`src/rtl/spad_pkg.sv`:
```
// Shared definitions for the sensor scratchpad: command codes, the
// transfer mode type and a single-bit CRC-8 step (reflected 8Ch form).
package spad_pkg;

    localparam logic [7:0] CMD_WRITE_SP  = 8'h4E;
    localparam logic [7:0] CMD_READ_SP   = 8'hBE;
    localparam logic [7:0] CMD_COPY_SP   = 8'h48;
    localparam logic [7:0] CMD_RECALL_NV = 8'hB8;

    typedef enum logic [1:0] {
        MODE_IDLE  = 2'd0,
        MODE_WRITE = 2'd1,
        MODE_READ  = 2'd2,
        MODE_NVM   = 2'd3
    } spad_mode_e;

    // Advance the CRC register by one data bit (LSB-first, reflected poly).
    function automatic logic [7:0] crc8_bit(input logic [7:0] c, input logic b);
        logic fb;
        fb = c[0] ^ b;
        return {1'b0, c[7:1]} ^ (fb ? 8'h8C : 8'h00);
    endfunction

endpackage

```
`src/rtl/spad_crc8.sv`:
```
// Combinational CRC-8 over NBYTES bytes, bit 0 of the vector first.
// Assumes the vector is the little-endian byte image of the scratchpad.
module spad_crc8 #(
    parameter int NBYTES = 8
) (
    input  logic [NBYTES*8-1:0] data,
    output logic [7:0]          crc
);
    import spad_pkg::*;

    localparam int NBITS = NBYTES * 8;

    logic [7:0] chain [0:NBITS];

    assign chain[0] = 8'h00;

    // One CRC step per data bit, chained in transmit order.
    for (genvar g = 0; g < NBITS; g++) begin : g_step
        assign chain[g+1] = crc8_bit(chain[g], data[g]);
    end

    assign crc = chain[NBITS];

endmodule

```
`src/rtl/spad_nv_shadow.sv`:
```
// Shadow store for the settings bytes, modelling nonvolatile memory.
// A copy latches wdata and commits it after WR_CYCLES cycles; a recall
// pulses recall_done after RD_CYCLES cycles, with rdata holding the
// stored bytes. Starts are ignored while busy. Assumes both delays >= 1.
module spad_nv_shadow #(
    parameter int                    NV_BYTES  = 3,
    parameter int                    WR_CYCLES = 40,
    parameter int                    RD_CYCLES = 20,
    parameter logic [NV_BYTES*8-1:0] INIT      = '0
) (
    input  logic                  clk,
    input  logic                  rst_n,
    input  logic                  start_copy,
    input  logic                  start_recall,
    input  logic [NV_BYTES*8-1:0] wdata,
    output logic                  busy,
    output logic                  recall_done,
    output logic [NV_BYTES*8-1:0] rdata
);
    localparam int MAXC = (WR_CYCLES > RD_CYCLES) ? WR_CYCLES : RD_CYCLES;
    localparam int CW   = $clog2(MAXC + 1);

    logic [7:0]            mem_q [NV_BYTES];
    logic [NV_BYTES*8-1:0] stage_q;
    logic [CW-1:0]         cnt_q;
    logic                  busy_q;
    logic                  op_recall_q;
    logic                  done_q;

    // Operation sequencer: delay count, staging and final commit.
    always_ff @(posedge clk) begin
        if (!rst_n) begin
            busy_q      <= 1'b0;
            op_recall_q <= 1'b0;
            done_q      <= 1'b0;
            cnt_q       <= '0;
            stage_q     <= '0;
            for (int i = 0; i < NV_BYTES; i++) mem_q[i] <= INIT[8*i +: 8];
        end else begin
            done_q <= 1'b0;
            if (busy_q) begin
                if (cnt_q == CW'(1)) begin
                    busy_q <= 1'b0;
                    if (op_recall_q) begin
                        done_q <= 1'b1;
                    end else begin
                        for (int i = 0; i < NV_BYTES; i++) mem_q[i] <= stage_q[8*i +: 8];
                    end
                end else begin
                    cnt_q <= cnt_q - CW'(1);
                end
            end else if (start_copy) begin
                busy_q      <= 1'b1;
                op_recall_q <= 1'b0;
                cnt_q       <= CW'(WR_CYCLES);
                stage_q     <= wdata;
            end else if (start_recall) begin
                busy_q      <= 1'b1;
                op_recall_q <= 1'b1;
                cnt_q       <= CW'(RD_CYCLES);
            end
        end
    end

    // Flatten the stored bytes for the reader.
    for (genvar g = 0; g < NV_BYTES; g++) begin : g_rd
        assign rdata[8*g +: 8] = mem_q[g];
    end

    assign busy        = busy_q;
    assign recall_done = done_q;

endmodule

```
`src/rtl/spad_serial_ctl.sv`:
```
// Transfer controller: accepts decoded commands, tracks the bit position
// of a read or write, assembles LSB-first write bytes and emits a commit
// strobe per completed byte. Commands are refused while the shadow is busy.
module spad_serial_ctl #(
    parameter int WR_BITS = 24,
    parameter int RD_BITS = 72
) (
    input  logic                         clk,
    input  logic                         rst_n,
    input  logic                         cmd_valid,
    input  logic [7:0]                   cmd_code,
    input  logic                         nv_busy,
    input  logic                         abort,
    input  logic                         wr_bit_valid,
    input  logic                         wr_bit,
    input  logic                         rd_slot,
    output spad_pkg::spad_mode_e         mode,
    output logic [$clog2(RD_BITS+1)-1:0] bit_idx,
    output logic                         start_copy,
    output logic                         start_recall,
    output logic                         commit_valid,
    output logic [1:0]                   commit_sel,
    output logic [7:0]                   commit_byte
);
    import spad_pkg::*;

    localparam int CNT_W = $clog2(RD_BITS + 1);

    spad_mode_e       mode_q;
    logic [CNT_W-1:0] cnt_q;
    logic [7:0]       shift_q;
    logic             cmd_accept;

    assign cmd_accept   = cmd_valid && !nv_busy;
    assign start_copy   = cmd_accept && (cmd_code == CMD_COPY_SP);
    assign start_recall = cmd_accept && (cmd_code == CMD_RECALL_NV);

    // Byte completes on its eighth bit, only inside the writable window.
    assign commit_valid = (mode_q == MODE_WRITE) && wr_bit_valid &&
                          (cnt_q < CNT_W'(WR_BITS)) && (cnt_q[2:0] == 3'd7);
    assign commit_byte  = {wr_bit, shift_q[7:1]};
    assign commit_sel   = cnt_q[4:3];

    // Mode, bit counter and write shift register.
    always_ff @(posedge clk) begin
        if (!rst_n) begin
            mode_q  <= MODE_IDLE;
            cnt_q   <= '0;
            shift_q <= '0;
        end else if (cmd_accept) begin
            cnt_q   <= '0;
            shift_q <= '0;
            case (cmd_code)
                CMD_WRITE_SP:               mode_q <= MODE_WRITE;
                CMD_READ_SP:                mode_q <= MODE_READ;
                CMD_COPY_SP, CMD_RECALL_NV: mode_q <= MODE_NVM;
                default:                    mode_q <= MODE_IDLE;
            endcase
        end else if (abort) begin
            mode_q <= MODE_IDLE;
        end else begin
            case (mode_q)
                MODE_WRITE: if (wr_bit_valid) begin
                    shift_q <= {wr_bit, shift_q[7:1]};
                    if (cnt_q < CNT_W'(WR_BITS)) cnt_q <= cnt_q + CNT_W'(1);
                end
                MODE_READ: if (rd_slot && (cnt_q < CNT_W'(RD_BITS))) begin
                    cnt_q <= cnt_q + CNT_W'(1);
                end
                default: ;
            endcase
        end
    end

    assign mode    = mode_q;
    assign bit_idx = cnt_q;

endmodule

```
`src/rtl/sensor_scratchpad.sv`:
```
// Nine-byte sensor scratchpad: temperature (bytes 0-1), thresholds
// (2-3), configuration (4, resolution field only), fixed bytes 5-7 and
// a derived CRC in byte 8. Bytes 2-4 are shadowed in spad_nv_shadow.
// Assumes the bus front end delivers decoded commands and bit strobes.
module sensor_scratchpad #(
    parameter int          WR_CYCLES = 40,
    parameter int          RD_CYCLES = 20,
    parameter logic [15:0] TEMP_INIT = 16'h0550,
    parameter logic [7:0]  TH_INIT   = 8'h4B,
    parameter logic [7:0]  TL_INIT   = 8'h46,
    parameter logic [1:0]  RES_INIT  = 2'b11,
    parameter logic [7:0]  RSV5      = 8'hFF,
    parameter logic [7:0]  RSV6      = 8'h0C,
    parameter logic [7:0]  RSV7      = 8'h10
) (
    input  logic        clk,
    input  logic        rst_n,
    input  logic        cmd_valid,
    input  logic [7:0]  cmd_code,
    input  logic        abort,
    input  logic        wr_bit_valid,
    input  logic        wr_bit,
    input  logic        rd_slot,
    output logic        rd_bit,
    output logic        rd_ack,
    input  logic        temp_valid,
    input  logic [15:0] temp_word
);
    import spad_pkg::*;

    localparam int SP_BYTES = 9;
    localparam int RD_BITS  = SP_BYTES * 8;
    localparam int WR_BITS  = 24;
    localparam int CNT_W    = $clog2(RD_BITS + 1);
    localparam int NV_BYTES = WR_BITS / 8;

    function automatic logic [7:0] cfg_image(input logic [1:0] res);
        return {1'b0, res, 5'h1F};
    endfunction

    localparam logic [NV_BYTES*8-1:0] NV_INIT = {cfg_image(RES_INIT), TL_INIT, TH_INIT};

    spad_mode_e            mode;
    logic [CNT_W-1:0]      bit_idx;
    logic                  start_copy, start_recall;
    logic                  commit_valid;
    logic [1:0]            commit_sel;
    logic [7:0]            commit_byte;
    logic                  nv_busy, recall_done;
    logic [NV_BYTES*8-1:0] nv_rdata;

    logic [15:0]           temp_q;
    logic [7:0]            th_q, tl_q;
    logic [1:0]            res_q;
    logic [7:0]            crc_byte;
    logic [RD_BITS-1:0]    spad_flat;
    logic                  rd_bit_q, rd_ack_q;
    logic                  unused_nv_bits;

    spad_serial_ctl #(
        .WR_BITS (WR_BITS),
        .RD_BITS (RD_BITS)
    ) u_ctl (
        .clk          (clk),
        .rst_n        (rst_n),
        .cmd_valid    (cmd_valid),
        .cmd_code     (cmd_code),
        .nv_busy      (nv_busy),
        .abort        (abort),
        .wr_bit_valid (wr_bit_valid),
        .wr_bit       (wr_bit),
        .rd_slot      (rd_slot),
        .mode         (mode),
        .bit_idx      (bit_idx),
        .start_copy   (start_copy),
        .start_recall (start_recall),
        .commit_valid (commit_valid),
        .commit_sel   (commit_sel),
        .commit_byte  (commit_byte)
    );

    spad_nv_shadow #(
        .NV_BYTES  (NV_BYTES),
        .WR_CYCLES (WR_CYCLES),
        .RD_CYCLES (RD_CYCLES),
        .INIT      (NV_INIT)
    ) u_nv (
        .clk          (clk),
        .rst_n        (rst_n),
        .start_copy   (start_copy),
        .start_recall (start_recall),
        .wdata        ({cfg_image(res_q), tl_q, th_q}),
        .busy         (nv_busy),
        .recall_done  (recall_done),
        .rdata        (nv_rdata)
    );

    // Fixed config bits are rebuilt on recall, so their stored copy is dropped.
    assign unused_nv_bits = ^{nv_rdata[23], nv_rdata[20:16]};

    // Temperature bytes follow the conversion unit.
    always_ff @(posedge clk) begin
        if (!rst_n)          temp_q <= TEMP_INIT;
        else if (temp_valid) temp_q <= temp_word;
    end

    // Settings bytes: recall has priority over serial commits.
    always_ff @(posedge clk) begin
        if (!rst_n) begin
            th_q  <= TH_INIT;
            tl_q  <= TL_INIT;
            res_q <= RES_INIT;
        end else if (recall_done) begin
            th_q  <= nv_rdata[7:0];
            tl_q  <= nv_rdata[15:8];
            res_q <= nv_rdata[22:21];
        end else if (commit_valid) begin
            case (commit_sel)
                2'd0:    th_q  <= commit_byte;
                2'd1:    tl_q  <= commit_byte;
                2'd2:    res_q <= commit_byte[6:5];
                default: ;
            endcase
        end
    end

    spad_crc8 #(.NBYTES(8)) u_crc (
        .data (spad_flat[63:0]),
        .crc  (crc_byte)
    );

    assign spad_flat = {crc_byte, RSV7, RSV6, RSV5, cfg_image(res_q), tl_q, th_q, temp_q};

    // Answer each read slot one cycle later: data, recall status or idle-high.
    always_ff @(posedge clk) begin
        if (!rst_n) begin
            rd_bit_q <= 1'b1;
            rd_ack_q <= 1'b0;
        end else begin
            rd_ack_q <= rd_slot;
            if (rd_slot) begin
                case (mode)
                    MODE_READ: rd_bit_q <= (bit_idx < CNT_W'(RD_BITS)) ? spad_flat[bit_idx] : 1'b1;
                    MODE_NVM:  rd_bit_q <= !nv_busy;
                    default:   rd_bit_q <= 1'b1;
                endcase
            end
        end
    end

    assign rd_bit = rd_bit_q;
    assign rd_ack = rd_ack_q;

endmodule

```
`config.mk`:
```
export PLATFORM = sky130hd
export DESIGN_NAME = sensor_scratchpad
export DESIGN_NICKNAME = d
export VERILOG_FILES = /design/src/rtl/spad_pkg.sv /design/src/rtl/spad_crc8.sv /design/src/rtl/spad_nv_shadow.sv /design/src/rtl/spad_serial_ctl.sv /design/src/rtl/sensor_scratchpad.sv
export SDC_FILE = /design/constraint.sdc
export NUM_CORES = 1
export LEC_CHECK = 0
export BUFFER_PORTS_ARGS = -buffer_cell sky130_fd_sc_hd__buf_2
export CORE_ASPECT_RATIO = 0.5
export CORE_MARGIN = 2
export CORE_UTILIZATION = 30
export CTS_CLUSTER_SIZE = 16
export DETAILED_ROUTE_END_ITERATION = 12
export PLACE_DENSITY_LB_ADDON = 0.08
export SLEW_MARGIN = 10
export SYNTH_ARGS = -nofsm -noshare
export SYNTH_HDL_FRONTEND = slang
export SYNTH_SLANG_ARGS = --single-unit
export TNS_END_PERCENT = 100
```
`constraint.sdc`:
```
create_clock -name clk -period 3.84 [get_ports clk]
set_clock_uncertainty 0.2 [all_clocks]
set_input_delay 0.384 -clock clk [delete_from_list [all_inputs] [get_ports clk]]
set_output_delay 0.384 -clock clk [all_outputs]
set_load 0.01 [all_outputs]
```
==> results by group <==
Placed design
  • Cell Area, Placed: 6190 um2
  • IO buf count: 33
  • HPWL Detailed: 10.6 mm
  • GPL Wtd Cong: 0.768

Yosys
  • Yosys reg bits: 97
  • XOR/XNOR Fraction of Synth Area: 0.221
  • Cell count after synthesis: 542
  • Ys Warns: 0
  • Simple-Gate Fraction of Synth Area: 0.157
  • Synth Area per Inst: 10.5 um2
  • Post-synthesis mux area share: 0.134
  • Synth Area in Compound Gates: 0.0766
  • Number of synthesized flops with an enable pin: 18
  • Synth Cell Area: 5670 um2
  • Async SR Flop Fraction: 0
  • Sequential share of the synthesized area: 0.374
  • Adder-Cell Fraction of Synth Area: 0.0110
  • Syn_nets: 579
  • Dominant combinational cell family by area after synthesis: XOR/XNOR gates
  • Most used DFF post-synth: dfxtp_1
  • Yosys cell types: 51

Clock tree
  • # resized after CTS: 0
  • CTS tree: done
  • CTS Hold Bufs: 0
  • Total CTS buffers: 9
  • Clock root buffer: clkbuf_16
  • Post CTS Setup Buffer Count: 0
  • Worst-skew pair later-pin latency: 0.35 ns
  • Clk slew on worst S/H paths: 0.08 ns
  • H-tree depth: 3
  • Clk sinks: 97
  • CTS Buffer Depth: 2

Floorplanning
  • Die height: 101 um
  • Die W: 198 um
  • IO Count: 34
  • Die ar.: 20100 um2
  • Initial Utilization: 0.307
  • Row cnt: 35
  • CORE AREA: 18400 um2

Global route
  • First-pass GRT wire length: 23.2 mm
  • Met1 global-route usage: 0.220
  • Grt met2 use: 0.250
  • Initial antenna violation count: 0
  • Vias in the first global route: 3875
  • GRT overflow: 0
  • GR peak layer: met2
  • GRT Total Usage: 0.157
  • Met3 Use GR: 0.0353
  • Largest net degree at the start of global routing: 41

STA
  • Max Freq: 0.271 GHz
  • Slew Limit Fails: 0
  • Slew HR: 0.237
  • Hold violation count in the final report: 0
  • Fin crit period: 3.68 ns
  • Final worst path period share: 0.959
  • Measured slew at the worst slew-check pin: 1.14 ns
  • Final setup vio count: 0
  • Setup TNS: 0 ns
  • RSZ-0062 raised after global routing: false

Final layout
  • Final Cell Area: 6490 um2
  • Area growth, synth to finish: 14.6%
  • Nets: 612
  • Layout cells sized above 1: 0.181
  • Antenna fix cells: 0
  • Fillers: 1894

Route
  • Pre-antenna DRT Iters: 4
  • Drt via density: 4.55
  • Drt drc: 0
  • WL per Instance: 17.4 um
  • Total number of vias: 3817
  • Detail Route Antenna Nets: 0
  • DRT iter0 DRCs: 200
  • Drt total wl: 14.6 mm

Setup path
  • Crit Path Max Fanout: 4
  • Worst Setup Start Kind: flop
  • CP Capture Type: flop
  • Crit Path Class: flop to flop
  • FF-to-FF path depth: 10
  • CP arrival: 3.70 ns
  • Worst path required time: 3.85 ns

Job
  • Max-Cap Viols: 0

Power and ir drop
  • Power per cell area: 639 nW/um2
  • Static leakage: 2.41 nW
  • Max VDD drop: 0.000544 V

Status
  • Outcome: finished, final reports clean

Worst hold path
  • Tightest Hold Check Type: primary input to flop
  • Hold Path Stages: 3
[metal layers]
| layer | vias to the layer above | wire length, um | share of wire |
|---|---|---|---|
| li1 | 1938 | - | - |
| met1 | 1817 | 7310 | 0.50 |
| met2 | 53 | 6540 | 0.45 |
| met3 | 9 | 607 | 0.042 |
| met4 | 0 | 113 | 0.0078 |
| met5 | - | 0 | 0 |
[logic make-up after synthesis]
family          count (synthesis)
simple gates                  184
flops                          97
xor+xnor                       90
compound gates                 65
mux                            62
buf+inv                        39
fa+ha+maj                       5
[Yosys cell counts (all sizes together), types with 2 or more instances]
cell type  instances  area, um2
xnor3             23        522
mux2               9        101
nor2              29        109
edfxtp            18        541
nor3b              3       22.5
nand3              6       30.0
xor2              19        181
mux2i             43        430
nand2b             4       25.0
a31oi              3       18.8
mux4              10        225
nand4              3       18.8
nor3               4       20.0
nor4               2       12.5
clkbuf            24       90.1
inv                9       33.8
o22ai              2       12.5
and2              21        131
a21oi              6       30.0
dfxtp             79       1580
or3               11       68.8
nand2             78        293
o31ai              3       27.5
nor2b             17        106
or4b               2       20.0
xnor2             43        429
o21ai             19       95.1
o31a               2       17.5
buf                6       26.3
ha                 5       62.6
a21boi            20        150
a22oi              3       22.5
xor3               5        121
[where the power goes]
| group | switching (W) | internal, W |
|---|---|---|
| logic | 0.000984 | 0.00121 |
| clock network | 0.000439 | 0.000453 |
| registers | 0.0000156 | 0.00105 |
| total | 0.00144 | 0.00271 |
[area by class of cell]
type | count | area (um2) | share of cell area
Multi-Input combinational cell | 406 | 3410 | 0.526
Clock inverter | 7 | 65.1 | 0.0100
Timing Repair Buffer | 52 | 308 | 0.0474
Tap cell | 259 | 324 | 0.0499
Inverter | 9 | 33.8 | 0.00520
Sequential cell | 97 | 2120 | 0.327
Clock buffer | 9 | 225 | 0.0347
[worst paths after layout]
check                                      from         endpoint  slack (ns)
worst max-delay path                  temp_q[1]           rd_bit        0.16
worst min-delay path               temp_word[8]        temp_q[8]        0.06
worst max register to register        temp_q[1]           rd_bit        0.16
worst min register to register  u_nv.stage_q[7]  u_nv.stage_q[7]        0.26
[flip-flops by register name, indices dropped and copies added, names as in the netlist, 6 cells and up]
name	count
th_q	8
u_nv.mem_q	18
u_nv.cnt_q	6
tl_q	8
u_nv.stage_q	18
temp_q	16
u_ctl.bit_idx	7
u_ctl.shift_q	7
[stage by stage]
stage | setup WS [ns] | cells | hold slack [ns] | power [W] | util
6_report | 0.156 | 839 | 0.0611 | 0.00415 | 0.352
4_1_cts | 0.137 | 839 | 0.0454 | 0.00420 | 0.351
5_1_grt | 0.00458 | 839 | 0.0542 | 0.00440 | 0.352
3_3_place_gp | 0.157 | 823 | 0.246 | 0.00328 | 0.336
3_5_place_dp | 0.167 | 823 | 0.252 | 0.00328 | 0.336
2_1_floorplan | 0.415 | 542 | 0.237 | 0.00297 | -
[cell usage in the layout (no fill, tap or decap), types with 18 or more instances in the layout]
cell type / synthesis / routed
dfxtp_1: 79 / 79
nand2_1: 78 / 78
mux2i_1: 43 / 43
xnor2_1: 39 / 37
buf_2: 0 / 33
nor2_1: 29 / 29
and2_1: 21 / 21
a21boi_0: 20 / 20
xnor3_1: 20 / 20
o21ai_0: 19 / 19
buf_4: 1 / 19
edfxtp_1: 18 / 18
[critical path: stages, from the launching register on]
cell	delay, ns
dfxtp_1	0.40
xor3_2	0.50
xor3_2	0.29
xnor3_1	0.43
xnor3_1	0.38
xnor3_2	0.44
xnor2_4	0.22
xnor2_1	0.15
nor2_1	0.05
nor4_1	0.33
o221ai_1	0.15
No activity file was read; power rests on OpenSTA's default activity.
